==> src/rtl/dma_mem_port_pkg.sv <==
package dma_mem_port_pkg;
  localparam int WORD_BYTES = 4;
  localparam int WORD_BITS  = 8 * WORD_BYTES;

  typedef enum logic [1:0] {
    SZ_BYTE = 2'b00,
    SZ_HALF = 2'b01,
    SZ_WORD = 2'b10
  } acc_size_e;

  // byte enables for an access of the given size at the given lane offset
  function automatic logic [WORD_BYTES-1:0] lane_enables(logic [1:0] size, logic [1:0] off);
    case (size)
      SZ_BYTE: lane_enables = 4'b0001 << off;
      SZ_HALF: lane_enables = 4'b0011 << off;
      default: lane_enables = 4'b1111;
    endcase
  endfunction

  // mask keeping the low bytes of an access of the given size
  function automatic logic [WORD_BITS-1:0] size_mask(logic [1:0] size);
    case (size)
      SZ_BYTE: size_mask = 32'h0000_00FF;
      SZ_HALF: size_mask = 32'h0000_FFFF;
      default: size_mask = 32'hFFFF_FFFF;
    endcase
  endfunction
endpackage

==> src/rtl/dma_prio_arb.sv <==
module dma_prio_arb (
  input  logic clk,
  input  logic rst_n,
  input  logic rd_req,
  input  logic wr_req,
  output logic rd_grant,
  output logic wr_grant,
  output logic conflict,
  output logic prio_wr
);
  assign conflict = rd_req && wr_req;
  assign wr_grant = wr_req && (!rd_req || prio_wr);
  assign rd_grant = rd_req && (!wr_req || !prio_wr);

  always_ff @(posedge clk or negedge rst_n) begin
    if (!rst_n)        prio_wr <= 1'b0;
    else if (conflict) prio_wr <= !prio_wr;
  end
endmodule

==> src/rtl/dma_wr_steer.sv <==
module dma_wr_steer
  import dma_mem_port_pkg::*;
(
  input  logic [1:0]           size,
  input  logic [1:0]           off,
  input  logic [WORD_BITS-1:0] data_in,
  output logic [WORD_BYTES-1:0] be,
  output logic [WORD_BITS-1:0] data_out
);
  assign be       = lane_enables(size, off);
  assign data_out = data_in << {off, 3'b000};
endmodule

==> src/rtl/dma_rd_align.sv <==
module dma_rd_align
  import dma_mem_port_pkg::*;
#(
  parameter int TAG_W = 4
) (
  input  logic                 clk,
  input  logic                 rst_n,
  input  logic                 capture,
  input  logic [1:0]           size_in,
  input  logic [1:0]           off_in,
  input  logic [TAG_W-1:0]     tag_in,
  input  logic [WORD_BITS-1:0] mem_rdata,
  output logic                 rsp_valid,
  output logic [TAG_W-1:0]     rsp_tag,
  output logic [WORD_BITS-1:0] rsp_data
);
  logic [1:0] size_q;
  logic [1:0] off_q;

  always_ff @(posedge clk or negedge rst_n) begin
    if (!rst_n) begin
      rsp_valid <= 1'b0;
      rsp_tag   <= '0;
      size_q    <= SZ_BYTE;
      off_q     <= 2'b00;
    end else begin
      rsp_valid <= capture;
      if (capture) begin
        rsp_tag <= tag_in;
        size_q  <= size_in;
        off_q   <= off_in;
      end
    end
  end

  assign rsp_data = (mem_rdata >> {off_q, 3'b000}) & size_mask(size_q);
endmodule

==> src/rtl/dma_mem_port_arb.sv <==
module dma_mem_port_arb
  import dma_mem_port_pkg::*;
#(
  parameter int ADDR_W = 32,
  parameter int TAG_W  = 4
) (
  input  logic                  clk,
  input  logic                  rst_n,
  input  logic                  rd_valid,
  output logic                  rd_ready,
  input  logic [ADDR_W-1:0]     rd_addr,
  input  logic [1:0]            rd_size,
  input  logic [TAG_W-1:0]      rd_tag,
  input  logic                  wr_valid,
  output logic                  wr_ready,
  input  logic [ADDR_W-1:0]     wr_addr,
  input  logic [1:0]            wr_size,
  input  logic [WORD_BITS-1:0]  wr_data,
  output logic                  mem_req,
  output logic                  mem_we,
  output logic [ADDR_W-1:0]     mem_addr,
  output logic [WORD_BYTES-1:0] mem_be,
  output logic [WORD_BITS-1:0]  mem_wdata,
  input  logic [WORD_BITS-1:0]  mem_rdata,
  output logic                  rsp_valid,
  output logic [TAG_W-1:0]      rsp_tag,
  output logic [WORD_BITS-1:0]  rsp_data
);
  logic rd_grant, wr_grant, conflict, prio_wr;
  logic [1:0] sel_size, sel_off;
  logic [WORD_BITS-1:0] sel_data, steered;
  logic [WORD_BYTES-1:0] be_raw;

  dma_prio_arb u_arb (
    .clk(clk), .rst_n(rst_n), .rd_req(rd_valid), .wr_req(wr_valid),
    .rd_grant(rd_grant), .wr_grant(wr_grant), .conflict(conflict), .prio_wr(prio_wr)
  );

  assign sel_size = wr_grant ? wr_size : rd_size;
  assign sel_off  = wr_grant ? wr_addr[1:0] : rd_addr[1:0];
  assign sel_data = wr_grant ? wr_data : '0;

  dma_wr_steer u_steer (
    .size(sel_size), .off(sel_off), .data_in(sel_data), .be(be_raw), .data_out(steered)
  );

  dma_rd_align #(.TAG_W(TAG_W)) u_align (
    .clk(clk), .rst_n(rst_n), .capture(rd_grant), .size_in(rd_size),
    .off_in(rd_addr[1:0]), .tag_in(rd_tag), .mem_rdata(mem_rdata),
    .rsp_valid(rsp_valid), .rsp_tag(rsp_tag), .rsp_data(rsp_data)
  );

  assign rd_ready  = rd_grant;
  assign wr_ready  = wr_grant;
  assign mem_req   = rd_grant || wr_grant;
  assign mem_we    = wr_grant;
  assign mem_addr  = wr_grant ? wr_addr : (rd_grant ? rd_addr : '0);
  assign mem_be    = mem_req ? be_raw : '0;
  assign mem_wdata = steered;
endmodule

==> config.mk <==
export PLATFORM = sky130hd
export DESIGN_NAME = dma_mem_port_arb
export DESIGN_NICKNAME = d
export VERILOG_FILES = /design/src/rtl/dma_mem_port_pkg.sv /design/src/rtl/dma_prio_arb.sv /design/src/rtl/dma_wr_steer.sv /design/src/rtl/dma_rd_align.sv /design/src/rtl/dma_mem_port_arb.sv
export SDC_FILE = /design/constraint.sdc
export NUM_CORES = 1
export LEC_CHECK = 0
export BUFFER_PORTS_ARGS = -buffer_cell sky130_fd_sc_hd__buf_2
export CORE_AREA = 2 2 98 100
export DETAILED_ROUTE_END_ITERATION = 12
export DIE_AREA = 0 0 100 102
export GPL_TIMING_DRIVEN = 0
export SLEW_MARGIN = 10
export SYNTH_ARGS = -nofsm -noshare
export SYNTH_HDL_FRONTEND = slang
export SYNTH_SLANG_ARGS = --single-unit
==> constraint.sdc <==
create_clock -name clk -period 1.2 [get_ports clk]
set_input_delay 0.18 -clock clk [delete_from_list [all_inputs] [get_ports clk]]
set_output_delay 0.18 -clock clk [all_outputs]
set_load 0.01 [all_outputs]
==> impl_metrics.csv <==
group,metric,value,unit
status,status,"finished with violations",
status,violations,"setup timing",
sta,setup_viol,111,
sta,final_hold_viol_count,0,
die,core,0.00911,sq mm
synth,yosys.cell_count.top_type,"nand2_1",
die,die_h,102,um
clock_network,clkLatencyLatePin,0.23,ns
finish,antenna_cells,0,
setup_path,r2r_slack,-0.25,ns
sta,slew_headroom,51.3,%
global_routing,grt_start_max_net_pins,12,
power,p_per_area,1150,mW/mm^2
setup_path,crit_start,"u_align.off_q[1]$_DFFE_PN0N_",
clock_network,cts_sinks,10,
global_routing,grt_pass1_vias,3757,
routing,wl_met2,6710,um
power,p_int,3.70,mW
sta,finalCriticalPeriod,1.69,ns
power,power_frac_clock,5.0,%
synth,syn-num-nets,471,
sta,finalWorstSetupSlack,-0.493,ns
synth,synth_seq_area_share,11.2,%
place,dpl.hpwl,8890,um
synth,yosys_warnings,0,
clock_network,cts_root_buffer,"clkbuf_8",
routing,routed_wl,12400,um
finish,final_area,0.00566,sq mm
setup_path,cp-start-kind,"flop",
synth,synth_common_cells,"nand2_1, mux2i_1, nand3_1, nor2_1",
synth,yosysTopAreaCellShare,14.3,%
global_routing,grt_use_total,21.7,%
setup_path,reg2reg_to,"u_align.off_q[0]$_DFFE_PN0N_",
power,seq_power_share,7.7,%
synth,synth_seq_cells,10,
setup_path,cp.required,1.02,ns
synth,yosys.cell_types.count,37,
worst_hold_path,hold_path.class,"primary input to flop",
synth,syn_area_per_cell,6.76,sq um
routing,drtIter0Drc,101,
synth,synthFlopType,"dfrtp_1",
synth,netlist_instances,331,
clock_network,h-tree-depth,1,
sta,clock_skew,0.000168,ns
finish,area.growth.synth_to_final,153,%
sta,worst_pin_slew,0.731,ns
global_routing,grt_pass1_wl,18100,um
clock_network,cts.path.max_buffers,2,
job,drv_cap,0,
clock_network,cts_buffers,3,
setup_path,reg2reg_depth,6,
routing,firstDrtPassIters,4,
die,std_cell_rows,35,
routing,wl_met1,4710,um
finish,fin_nets,757,
finish,drive_gt1_share,75.8,%
synth,synth_edf_count,0,
synth,synth.cell_area,0.00224,sq mm
synth,synth_area_leaders,"mux2i_1, dfrtp_1, a211oi_1",
power,ir_worst_vdd,485,uV
sta,period_share,141,%
routing,drtAntennaViolNets,0,
place,gp_congestion,0.875,
place,place_area,0.00430,sq mm
power,switchingPower,2.81,mW
sta,whs,0.188,ns
setup_path,worstReg2RegStart,"u_arb.prio_wr$_DFFE_PN0P_",
place,io_buffers,247,
routing,top_layer_used,"met4",
die,die_area,0.0102,sq mm
global_routing,antenna_found_initial,0,
finish,fillCellCount,802,
setup_path,endpoint,"rsp_data[8]",
sta,rsz0062_at_grt,"yes",
synth,synth_top_area_cell,"mux2i_1",
setup_path,arrival,1.51,ns
setup_path,crit_type,"flop to output pin",
routing,drc_errors,0,
synth,async_reset_ff_share,100,%
sta,fmax,591,MHz
die,initial_core_util,24.6,%
power,netSwitchingFraction,43.2,%
die,io_pins,249,
routing,wl_met3,769,um
global_routing,grt_overflow,0,
setup_path,crit_path_max_fanout,8,
routing,vias,3712,
clock_network,path_clk_slew,0.04,ns
clock_network,cts_tree,"done",
setup_path,critPathCaptureType,"output pin",
die,die_x,100,um
power,combPwrFrac,87.3,%
sta,drv_slew,0,
routing,post_drt_wl_per_cell,17.0,um
power,leakagePower,2.67,nW
routing,via_per_inst,5.11,
## sequential cells by signal (all words and copies together) (netlist names)
| signal | flops |
|---|---|
| u_align.off_q | 2 |
| u_align.rsp_tag | 4 |
| u_align.rsp_valid | 1 |
| u_align.size_q | 2 |
| u_arb.prio_wr | 1 |
## area by class of cell
class                      instances  area (sq um)  area share, %
clock buffer                       3          41.3          0.729
buffer                            34           374           6.61
timing repair buffer             281          2120           37.5
timing repair inverter             1          8.76          0.155
inverter                           1          20.0          0.354
multi-input combinational        285          2710           47.8
tap                              111           139           2.45
sequential                        10           250           4.42
## per-layer routing
metal | global-route usage [%] | up-vias
met4 | 3.69 | 0
met3 | 4.65 | 14
met5 | 0 | -
met2 | 41.6 | 144
li1 | - | 1749
met1 | 25.1 | 1805
## stage by stage
stage	instances	setup TNS (ns)	utilization, %	setup slack [ns]	total power, mW
after detailed placement	689	-25.05	47.2	-0.430	4.48
after floorplan	331	-3.91	-	-0.143	3.20
final	726	-41.25	62.1	-0.493	6.51
after global routing	726	-47.85	62.1	-0.546	6.88
after CTS	719	-41.12	57.3	-0.507	5.98
after global placement	689	-23.57	47.2	-0.437	4.44
## critical path, cell delays in order (launching register included)
cell and delay [ns]:
dfrtp_1 0.37, buf_6 0.15, buf_8 0.14, mux2i_2 0.15
or2_1 0.22, a21oi_2 0.11, buf_2 0.15
## cells by family (layout without fill, tap and decap cells)
kind of cell | count (synthesis) | count (layout) | share of synthesized area [%]
flops | 10 | 10 | 11.2
simple gates | 150 | 151 | 33.4
xor+xnor | 1 | 1 | 0.392
mux | 40 | 40 | 18.3
compound gates | 93 | 93 | 27.1
buf+inv | 37 | 320 | 9.62
## worst min path at each step
stage,start,end,slack (ns),depth (start not counted)
2_1_floorplan,rst_n,u_align.off_q[0]$_DFFE_PN0N_,-0.12,0
3_3_place_gp,rst_n,u_align.rsp_tag[2]$_DFFE_PN0N_,0.05,1
3_5_place_dp,rst_n,u_align.rsp_tag[2]$_DFFE_PN0N_,0.05,1
4_1_cts,rd_tag[1],u_align.rsp_tag[1]$_DFFE_PN0N_,0.18,2
5_1_grt,rd_tag[3],u_align.rsp_tag[3]$_DFFE_PN0N_,0.18,2
6_report,rd_tag[1],u_align.rsp_tag[1]$_DFFE_PN0N_,0.19,2
## layout by cell type (no fill, tap or decap), drive strengths merged, types with 16 or more instances in the layout
master and instances:
buf 304, nand2 40, o21ai 33, mux2i 32, nand3 30, nor2 29, a211oi 25, nor2b 20
and2 16, a21oi 16
## power groups by stage
stage | registers [mW] | clock network [mW] | logic [mW]
detailed placement | 0.512 | 0 | 3.97
CTS | 0.504 | 0.342 | 5.13
finish | 0.502 | 0.328 | 5.68
global placement | 0.505 | 0 | 3.94
global route | 0.517 | 0.364 | 6.00
floorplan | 0.525 | 0 | 2.67
## what timing repair did
item                                   in CTS  in global routing
resized for setup                         114                 93
pin swaps                                  47                 16
setup endpoints to repair                 112                112
endpoints found under the hold margin      10                  0
hold buffers                                1                  0
cloned                                      7                  1
buffers inserted                           21                  9
(Power assumes the default switching activity.)
